<file path="config.mk">
export PLATFORM = sky130hd
export DESIGN_NAME = pulse_addr_gate
export DESIGN_NICKNAME = d
export VERILOG_FILES = /design/src/rtl/pag_pkg.sv /design/src/rtl/pag_window.sv /design/src/rtl/pag_budget.sv /design/src/rtl/pag_hold.sv /design/src/rtl/pulse_addr_gate.sv
export SDC_FILE = /design/constraint.sdc
export NUM_CORES = 1
export LEC_CHECK = 0
export BUFFER_PORTS_ARGS = -buffer_cell sky130_fd_sc_hd__buf_2
export CAP_MARGIN = 0
export CELL_PAD_IN_SITES_DETAIL_PLACEMENT = 0
export CELL_PAD_IN_SITES_GLOBAL_PLACEMENT = 1
export CORE_UTILIZATION = 41
export DETAILED_ROUTE_END_ITERATION = 8
export HOLD_SLACK_MARGIN = 0.15
export PLACE_DENSITY_LB_ADDON = 0.25
export RECOVER_POWER = 50
export SLEW_MARGIN = 20
export SYNTH_ARGS = -nofsm -noshare
export SYNTH_HDL_FRONTEND = slang
export SYNTH_SLANG_ARGS = --single-unit
</file>
<file path="constraint.sdc">
create_clock -name clk -period 40.1 [get_ports clk]
set_input_delay 8.02 -clock clk [delete_from_list [all_inputs] [get_ports clk]]
set_output_delay 8.02 -clock clk [all_outputs]
set_load 0.02 [all_outputs]
</file>
<file path="src/rtl/pag_pkg.sv">
package pag_pkg;
    // channel slots used for the per-channel arrays in the top
    localparam int PAG_NCH = 2;
    localparam int PAG_RD  = 0;   // read has priority on the budget
    localparam int PAG_WR  = 1;
endpackage

</file>
<file path="src/rtl/pag_window.sv">
module pag_window #(
    parameter int CNT_W = 16
) (
    input  logic             clk,
    input  logic             rst_n,
    input  logic [CNT_W-1:0] on_cycles,
    input  logic [CNT_W-1:0] off_cycles,
    output logic             win_open,
    output logic             period_end,
    output logic             always_open
);
    localparam int PW = CNT_W + 1;

    typedef struct packed {
        logic [PW-1:0] pos;
    } win_st_t;

    win_st_t st_q, st_d;
    logic [PW-1:0] period_len;
    logic          last_cyc;

    assign period_len  = {1'b0, on_cycles} + {1'b0, off_cycles};
    assign always_open = (period_len == '0);
    assign last_cyc    = !always_open && (st_q.pos >= period_len - PW'(1));

    always_comb begin
        st_d = st_q;
        if (always_open || last_cyc) begin
            st_d.pos = '0;
        end else begin
            st_d.pos = st_q.pos + PW'(1);
        end
    end

    always_ff @(posedge clk or negedge rst_n) begin
        if (!rst_n) begin
            st_q <= '0;
        end else begin
            st_q <= st_d;
        end
    end

    assign win_open   = always_open || (st_q.pos < {1'b0, on_cycles});
    assign period_end = last_cyc;
endmodule

</file>
<file path="src/rtl/pag_budget.sv">
module pag_budget #(
    parameter int CNT_W = 16,
    parameter int LEN_W = 8
) (
    input  logic             clk,
    input  logic             rst_n,
    input  logic [CNT_W-1:0] word_cap,
    input  logic             always_open,
    input  logic             period_end,
    input  logic             rd_req,
    input  logic [LEN_W-1:0] rd_len,
    input  logic             wr_req,
    input  logic [LEN_W-1:0] wr_len,
    output logic             rd_admit,
    output logic             wr_admit,
    output logic [CNT_W+1:0] used_words
);
    localparam int SW = CNT_W + 2;

    typedef struct packed {
        logic [SW-1:0] used;
    } bud_st_t;

    bud_st_t st_q, st_d;
    logic          no_cap;
    logic [SW-1:0] cap_w;
    logic [SW-1:0] rd_cost, wr_cost;
    logic [SW-1:0] after_rd, after_wr;
    logic          rd_fit, wr_fit;

    assign no_cap  = always_open || (word_cap == '0);
    assign cap_w   = SW'(word_cap);
    assign rd_cost = SW'(rd_len) + SW'(1);
    assign wr_cost = SW'(wr_len) + SW'(1);

    always_comb begin
        st_d     = st_q;
        // read is priced against the budget before the write
        rd_fit   = no_cap || ((st_q.used + rd_cost) <= cap_w);
        rd_admit = rd_req && rd_fit;
        after_rd = rd_admit ? (st_q.used + rd_cost) : st_q.used;
        wr_fit   = no_cap || ((after_rd + wr_cost) <= cap_w);
        wr_admit = wr_req && wr_fit;
        after_wr = wr_admit ? (after_rd + wr_cost) : after_rd;
        if (no_cap || period_end) begin
            st_d.used = '0;
        end else begin
            st_d.used = after_wr;
        end
    end

    always_ff @(posedge clk or negedge rst_n) begin
        if (!rst_n) begin
            st_q <= '0;
        end else begin
            st_q <= st_d;
        end
    end

    assign used_words = st_q.used;
endmodule

</file>
<file path="src/rtl/pag_hold.sv">
module pag_hold (
    input  logic clk,
    input  logic rst_n,
    input  logic admit,
    input  logic m_ready,
    output logic m_valid,
    output logic held
);
    typedef struct packed {
        logic pend;
    } hold_st_t;

    hold_st_t st_q, st_d;

    assign m_valid = rst_n && (st_q.pend || admit);

    always_comb begin
        st_d      = st_q;
        // keep the request on the bus until the slave takes it
        st_d.pend = m_valid && !m_ready;
    end

    always_ff @(posedge clk or negedge rst_n) begin
        if (!rst_n) begin
            st_q <= '0;
        end else begin
            st_q <= st_d;
        end
    end

    assign held = st_q.pend;
endmodule

</file>
<file path="src/rtl/pulse_addr_gate.sv">
module pulse_addr_gate #(
    parameter int CNT_W  = 16,
    parameter int LEN_W  = 8,
    parameter int ADDR_W = 32
) (
    input  logic              clk,
    input  logic              rst_n,
    input  logic [CNT_W-1:0]  on_cycles,
    input  logic [CNT_W-1:0]  off_cycles,
    input  logic [CNT_W-1:0]  word_cap,
    input  logic              s_ar_valid,
    input  logic [ADDR_W-1:0] s_ar_addr,
    input  logic [LEN_W-1:0]  s_ar_len,
    output logic              s_ar_ready,
    output logic              m_ar_valid,
    output logic [ADDR_W-1:0] m_ar_addr,
    output logic [LEN_W-1:0]  m_ar_len,
    input  logic              m_ar_ready,
    input  logic              s_aw_valid,
    input  logic [ADDR_W-1:0] s_aw_addr,
    input  logic [LEN_W-1:0]  s_aw_len,
    output logic              s_aw_ready,
    output logic              m_aw_valid,
    output logic [ADDR_W-1:0] m_aw_addr,
    output logic [LEN_W-1:0]  m_aw_len,
    input  logic              m_aw_ready
);
    import pag_pkg::*;

    logic                 win_open, period_end, always_open;
    logic [PAG_NCH-1:0]   up_valid, dn_ready, dn_valid, held, req, admit;
    logic [LEN_W-1:0]     up_len [PAG_NCH];
    logic [CNT_W+1:0]     used_words;

    assign up_valid[PAG_RD] = s_ar_valid;
    assign up_valid[PAG_WR] = s_aw_valid;
    assign up_len[PAG_RD]   = s_ar_len;
    assign up_len[PAG_WR]   = s_aw_len;
    assign dn_ready[PAG_RD] = m_ar_ready;
    assign dn_ready[PAG_WR] = m_aw_ready;

    pag_window #(.CNT_W(CNT_W)) u_win (
        .clk        (clk),
        .rst_n      (rst_n),
        .on_cycles  (on_cycles),
        .off_cycles (off_cycles),
        .win_open   (win_open),
        .period_end (period_end),
        .always_open(always_open)
    );

    pag_budget #(.CNT_W(CNT_W), .LEN_W(LEN_W)) u_bud (
        .clk        (clk),
        .rst_n      (rst_n),
        .word_cap   (word_cap),
        .always_open(always_open),
        .period_end (period_end),
        .rd_req     (req[PAG_RD]),
        .rd_len     (up_len[PAG_RD]),
        .wr_req     (req[PAG_WR]),
        .wr_len     (up_len[PAG_WR]),
        .rd_admit   (admit[PAG_RD]),
        .wr_admit   (admit[PAG_WR]),
        .used_words (used_words)
    );

    for (genvar ch = 0; ch < PAG_NCH; ch++) begin : g_ch
        // only a fresh request asks the budget; a held one is already paid
        assign req[ch] = rst_n && up_valid[ch] && !held[ch] && win_open;

        pag_hold u_hold (
            .clk    (clk),
            .rst_n  (rst_n),
            .admit  (admit[ch]),
            .m_ready(dn_ready[ch]),
            .m_valid(dn_valid[ch]),
            .held   (held[ch])
        );
    end

    assign m_ar_valid = dn_valid[PAG_RD];
    assign m_aw_valid = dn_valid[PAG_WR];
    assign s_ar_ready = dn_valid[PAG_RD] && m_ar_ready;
    assign s_aw_ready = dn_valid[PAG_WR] && m_aw_ready;
    assign m_ar_addr  = s_ar_addr;
    assign m_ar_len   = s_ar_len;
    assign m_aw_addr  = s_aw_addr;
    assign m_aw_len   = s_aw_len;
endmodule

</file>
==> flow_summary_export.csv, run 1 <==
group,metric,value,unit
run_status,status,"finished with violations",
run_status,violations,"max-capacitance violations, max-slew violations",
cells_and_area,nets,1116,
worst_setup_path,regToRegSetupSlack,30.31,ns
timing,setup_tns,0,ns
cells_and_area,nFillCells,1755,
drt,drtIter0Drc,374,
synth,synthFlopType,"dfrtp_1",
placement,pre_cts_ws,14.72,ns
worst_setup_path,start_kind,"input pin",
synth,syn-instance-count,876,
die,placementRows,47,
drt,num_vias,6221,
cts,clk-insertion-delay-late,0.28,ns
global_route,grt_pass1_wl,28700,µm
worst_setup_path,r2r_cells,36,
worst_setup_path,critical_path_arrival,17.53,ns
timing,fin_skew,0.00296,ns
die,die_w,132,µm
synth,syn-num-nets,1115,
worst_setup_path,slowest_stage,"nor3_1",
die,io_pins,218,
global_route,antenna_found_initial,0,
power,internal-power,0.000178,W
cells_and_area,multiInputGateArea,5130,µm²
cts,cts_buffers,5,
cts,cts_tree,"done",
synth,synth_seq_area_share,13.3,%
min_path,hold_path.class,"reg2reg",
power,p_clk_share,13.6,%
cts,cts_root_buffer,"clkbuf_16",
synth,yosys_register_bits,37,
timing,post-route-min-period,25.55,ns
power,power_frac_comb,67.6,%
drt,routed_wl,17600,µm
global_route,track_usage,20.2,%
timing,max_freq,39.1,MHz
worst_setup_path,worstSetupPathType,"in2out",
power,p_leak,3.41,nW
worst_setup_path,rr_endpoint,"u_bud.used_words[6]",
synth,ys_async_sr_fraction,100,%
timing,max_slew_margin,-45.2,%
synth,synthesis.area,6960,µm²
timing,period_share,63.7,%
cts,cts.sinks,37,
timing,worst_slack,14.55,ns
cts,postCtsResizedCells,0,
drt,drcViolationCount,0,
cts,clk_pin_slew,0.06,ns
placement,dp_hpwl,14800,µm
placement,placed_area,7030,µm²
cells_and_area,final-seq-area,926,µm²
power,power_switching,0.000159,W
worst_setup_path,cp_common_cell,"ha_1",
cells_and_area,fin_area,7180,µm²
drt,routed_via_density,5.67,
timing,hold_violations,0,
placement,gp_congestion,0.940,
placement,io_buffer_count,89,
global_route,globalRoute.totalOverflow,0,
timing,setup_viol,0,
die,die_height,132,µm
global_route,grt_max_degree,42,
drt,wl_per_cell,16.1,µm
drt,drt-pass1-iter-count,5,
cells_and_area,drive_above_1_share,15.4,%
worst_setup_path,cp.required,32.08,ns
drt,antenna_left,0,
power,power.total,0.000337,W
cells_and_area,synthToLayoutAreaGrowth,3.11,%
power,p_per_area,47.0,nW/µm²
flow_run,maxCapViolations,1,
global_route,grt_pass1_vias,5865,
min_path,holdPathEnd,"u_win.st_q[0]",
timing,grt_setup_unrepaired,"no",
worst_setup_path,max_stage_delay,0.64,ns
cts,cts-hold-fix-buffers,0,
power,p_sw_share,47.1,%
die,start_util,42.0,%
min_path,hold_start,"u_win.st_q[0]",
worst_setup_path,cp-end-kind,"output pin",
die,core_area,16600,µm²
synth,syn_area_per_cell,7.95,µm²
cts,cts_max_level,2,
worst_setup_path,timing.rr.start,"u_bud.used_words[1]",
synth,synth_edf_count,0,
synth,ys_warn_count,0,
synth,synth_cell_types,78,
cts,postCtsSetupRepairBufs,0,
power,seqPwrFrac,18.7,%
die,die_area,17500,µm²
cts,cts_max_path_buffers,2,
worst_setup_path,worst-path-max-fanout,15,
timing,worst_pin_slew,2.18,ns
cells_and_area,antenna_cells,0,
power,irDropWorstVdd,0.0192,mV
timing,slew_viol_final,42,
min_path,min_path_cells,1,
metal layers:
layer	global-route usage (%)	routed length, µm	vias to the layer above
li1	-	-	3111
met1	26.3	8250	2884
met2	34.2	8110	200
met3	2.58	795	26
met4	6.96	478	0
met5	0	0	-
critical path, delay by kind of cell:
kind / cells / cell delay, ns
compound gates: 21 / 4.30
xor+xnor: 2 / 0.32
fa+ha+maj: 5 / 1.46
buf+inv: 3 / 0.64
mux: 2 / 0.57
simple gates: 8 / 2.21
worst max path at each step:
| stage | to | cells after the start | start | slack [ns] |
|---|---|---|---|---|
| final | s_aw_ready | 41 | s_ar_len[0] | 14.55 |
| after global routing | s_aw_ready | 47 | s_ar_len[2] | 13.51 |
| after CTS | s_aw_ready | 47 | s_ar_len[2] | 14.65 |
| after detailed placement | s_aw_ready | 47 | s_ar_len[2] | 14.72 |
| after global placement | s_aw_ready | 47 | s_ar_len[2] | 14.96 |
| after floorplan | s_aw_ready | 42 | s_ar_len[0] | 15.69 |
placed cells by master (no fill, tap or decap), types with 10 or more instances in the layout:
cell,Yosys,layout
buf_2,2,89
or2_2,13,13
dfrtp_1,37,37
nor3_1,11,11
xnor2_1,46,46
nand3_1,33,33
nand4_1,11,11
a21oi_1,40,40
ha_1,102,102
a21o_1,21,21
inv_1,53,53
nor2_1,67,67
and2_1,11,10
a211oi_1,16,16
nand2b_1,13,13
o21a_1,13,13
nand2_1,49,49
and3_1,18,18
xor2_1,33,33
o21ai_0,42,42
registers in the layout, summed over array words and instances (netlist names):
register          cells
g_ch.u_hold.held      2
u_bud.used_words     18
u_win.st_q           17
final cells by class:
cell class | count | share of cell area [%]
clock buffers | 7 | 1.99
multi-input cells | 686 | 71.5
clock inverters | 1 | 0.418
flip-flops and latches | 37 | 12.9
inverters | 53 | 2.77
repair buffers | 94 | 6.62
well taps | 220 | 3.84
cells by family (layout without fill, tap and decap cells):
| logic type | after synthesis | after routing | share of synthesized area, % |
|---|---|---|---|
| adder cells (fa/ha/maj) | 105 | 105 | 19.2 |
| XOR/XNOR | 79 | 79 | 9.94 |
| buffers and inverters | 153 | 155 | 12.8 |
| AO/OA/AOI/OAI | 221 | 221 | 22.8 |
| multiplexers | 14 | 14 | 2.18 |
| AND/OR/NAND/NOR | 267 | 267 | 19.8 |
| flip-flops | 37 | 37 | 13.3 |
synthesized netlist by cell type (6+ instances only):
cell type	count	area, µm²
mux2_2	9	101
and2_1	11	68.8
nor2_1	67	251
a22o_1	9	78.8
nand3_1	33	165
xor2_1	33	289
inv_1	53	199
nand4_1	11	68.8
o22ai_1	7	43.8
o21ai_0	42	210
nor4_1	9	56.3
nor2b_1	9	56.3
ha_1	102	1280
a211oi_1	16	120
buf_4	80	601
or2_2	13	81.3
a21o_1	21	158
a21oi_1	40	200
and3_1	18	113
dfrtp_1	37	926
nand2_1	49	184
clkbuf_1	14	52.6
nand2b_1	13	81.3
a21boi_0	6	45.0
o21a_1	13	97.6
xnor2_1	46	403
nor3_1	11	55.1
through the flow:
stage,std cells,hold WS (ns),util [%]
5_1_grt,1098,0.593,43.3
3_5_place_dp,1090,0.548,42.4
2_1_floorplan,876,0.486,-
6_report,1098,0.552,43.3
3_3_place_gp,1090,0.544,42.4
4_1_cts,1098,0.556,43.4
power by group through the flow:
stage          Combinational, W  Clock [W]  Sequential, W
3_3_place_gp           0.000229          0      0.0000640
4_1_cts                0.000228  0.0000472      0.0000628
6_report               0.000228  0.0000459      0.0000631
2_1_floorplan          0.000186          0      0.0000544
3_5_place_dp           0.000227          0      0.0000632
5_1_grt                0.000257  0.0000487      0.0000650
Power figures use the tool's default switching activity.
==> run 2: changes to the inputs <==
CORE_UTILIZATION = 38   (was 41)
clock period = 26.5 ns   (was 40.1 ns; I/O delays follow)
==> flow_summary_export.csv, run 2 (synthesis gave the netlist of run 1 again) <==
group,metric,value,unit
run_status,status,"finished with violations",
run_status,violations,"max-capacitance violations, max-slew violations",
cts,cts_max_path_buffers,2,
timing,setup_viol,0,
power,p_per_area,70.0,nW/µm²
die,io_pins,218,
global_route,antenna_found_initial,1,
timing,worst_slack,6.32,ns
cts,cts_buffers,5,
worst_setup_path,r2r_cells,41,
min_path,min_path_cells,1,
die,die_height,137,µm
worst_setup_path,max_stage_delay,0.44,ns
drt,maxUsedRoutingLayer,"met5",
cells_and_area,largest_reg_flops,18,
power,power.total,0.000500,W
timing,setup_tns,0,ns
worst_setup_path,critical_path_arrival,14.88,ns
timing,slew_viol_final,42,
cts,clk_pin_slew,0.06,ns
placement,dp_hpwl,15200,µm
die,placementRows,49,
placement,pre_cts_ws,6.44,ns
power,p_leak,3.38,nW
cts,cts-hold-fix-buffers,0,
worst_setup_path,start_kind,"input pin",
global_route,globalRoute.totalOverflow,0,
drt,met3_wirelength,776,µm
timing,post-route-min-period,20.18,ns
timing,max_freq,49.6,MHz
cells_and_area,drive_above_1_share,15.2,%
drt,routed_via_density,5.52,
cts,postCtsSetupRepairBufs,0,
worst_setup_path,cp.required,21.20,ns
min_path,hold_path.class,"reg2reg",
worst_setup_path,worstSetupPathType,"in2out",
cts,cts_max_level,2,
timing,grt_setup_unrepaired,"no",
drt,drt-pass1-iter-count,5,
drt,drcViolationCount,0,
global_route,grt_max_degree,42,
placement,gp_congestion,0.927,
power,power_frac_comb,69.1,%
cells_and_area,nets,1115,
global_route,track_usage,19.4,%
cells_and_area,synthToLayoutAreaGrowth,2.62,%
timing,period_share,76.1,%
timing,hold_violations,0,
cts,cts_tree,"done",
timing,fin_skew,0.00448,ns
cells_and_area,mostFrequentLayoutCells,"102 x ha_1, 88 x buf_2, 67 x nor2_1, 53 x inv_1, 49 x nand2_1",
worst_setup_path,timing.rr.start,"u_bud.used_words[1]",
worst_setup_path,worst-path-buf-inv,4,
worst_setup_path,worst-path-max-fanout,8,
worst_setup_path,regToRegSetupSlack,16.61,ns
power,internal-power,0.000256,W
global_route,grt_pass1_wl,28800,µm
worst_setup_path,cp-end-kind,"output pin",
drt,num_vias,6101,
cells_and_area,antenna_cells,0,
min_path,hold_start,"u_win.st_q[0]",
cts,cts_root_buffer,"clkbuf_16",
drt,routed_wl,17900,µm
die,die_w,137,µm
worst_setup_path,slowest_stage,"or3_1",
power,p_clk_share,11.7,%
die,die_area,18900,µm²
drt,antenna_left,0,
power,power_switching,0.000244,W
worst_setup_path,critical_path.top_delay_family,"compound AO/OA/AOI/OAI gates",
global_route,grt_pass1_vias,5950,
cts,postCtsResizedCells,0,
timing,max_slew_margin,-50.9,%
cells_and_area,layout_commonest_cell,"ha_1",
power,p_sw_share,48.8,%
min_path,holdPathEnd,"u_win.st_q[0]",
cts,clk-insertion-delay-late,0.28,ns
drt,wl_per_cell,16.1,µm
drt,drtIter0Drc,357,
die,core_area,18000,µm²
die,start_util,38.7,%
worst_setup_path,cp_common_cell,"ha_1",
worst_setup_path,rr_endpoint,"u_bud.used_words[2]",
flow_run,maxCapViolations,1,
drt,wl_met1,8350,µm
timing,worst_pin_slew,2.26,ns
cells_and_area,nFillCells,1878,
cts,cts.sinks,37,
drt,wl_met2,8310,µm
power,irDropWorstVdd,0.0338,mV
power,seqPwrFrac,19.3,%
placement,io_buffer_count,89,
[run 2: layer usage]
| layer | vias to the layer above | global-route usage [%] |
|---|---|---|
| li1 | 3096 | - |
| met1 | 2810 | 24.9 |
| met2 | 170 | 33.6 |
| met3 | 23 | 2.21 |
| met4 | 2 | 6.04 |
| met5 | - | 0 |
[run 2: cell type report]
cell class	instances	area, µm²	share of cell area (%)
Clock inverter	3	17.5	0.245
Multi-Input combinational cell	686	5120	71.7
Sequential cell	37	926	13.0
Timing Repair Buffer	93	467	6.53
Inverter	53	199	2.79
Tap cell	229	287	4.01
Clock buffer	5	125	1.75
[run 2: power groups by stage]
stage          combinational [W]   clock, W  sequential (W)
6_report                0.000345  0.0000583       0.0000963
5_1_grt                 0.000391  0.0000616       0.0000991
4_1_cts                 0.000347  0.0000600       0.0000956
3_5_place_dp            0.000346          0       0.0000961
3_3_place_gp            0.000347          0       0.0000970
2_1_floorplan           0.000281          0       0.0000823
[run 2: worst max path at each step]
stage / start / endpoint / slack, ns / cells after the start
floorplan: s_ar_len[0] / s_aw_ready / 7.53 / 42
global placement: s_ar_len[2] / s_aw_ready / 6.52 / 47
detailed placement: s_ar_len[2] / s_aw_ready / 6.44 / 48
CTS: s_ar_len[2] / s_aw_ready / 6.38 / 47
global route: s_ar_len[2] / s_aw_ready / 5.52 / 47
finish: s_ar_len[2] / s_aw_ready / 6.32 / 46
[run 2: metrics by stage]
step / utilization (%) / area, µm² / instances / hold slack [ns]
2_1_floorplan: - / 6960 / 876 / 0.486
3_3_place_gp: 39.1 / 7030 / 1098 / 0.541
3_5_place_dp: 39.1 / 7030 / 1098 / 0.544
4_1_cts: 39.9 / 7170 / 1106 / 0.550
5_1_grt: 39.8 / 7140 / 1106 / 0.569
6_report: 39.8 / 7140 / 1106 / 0.558
[run 2: worst register-to-register path: cells and delay by family (launching register included)]
| family | cells | cell delay [ns] |
|---|---|---|
| AO/OA/AOI/OAI | 20 | 4.68 |
| AND/OR/NAND/NOR | 11 | 2.47 |
| adder cells (fa/ha/maj) | 5 | 1.52 |
| buffers and inverters | 2 | 0.14 |
| multiplexers | 1 | 0.18 |
| flip-flops | 1 | 0.44 |
| XOR/XNOR | 2 | 0.32 |
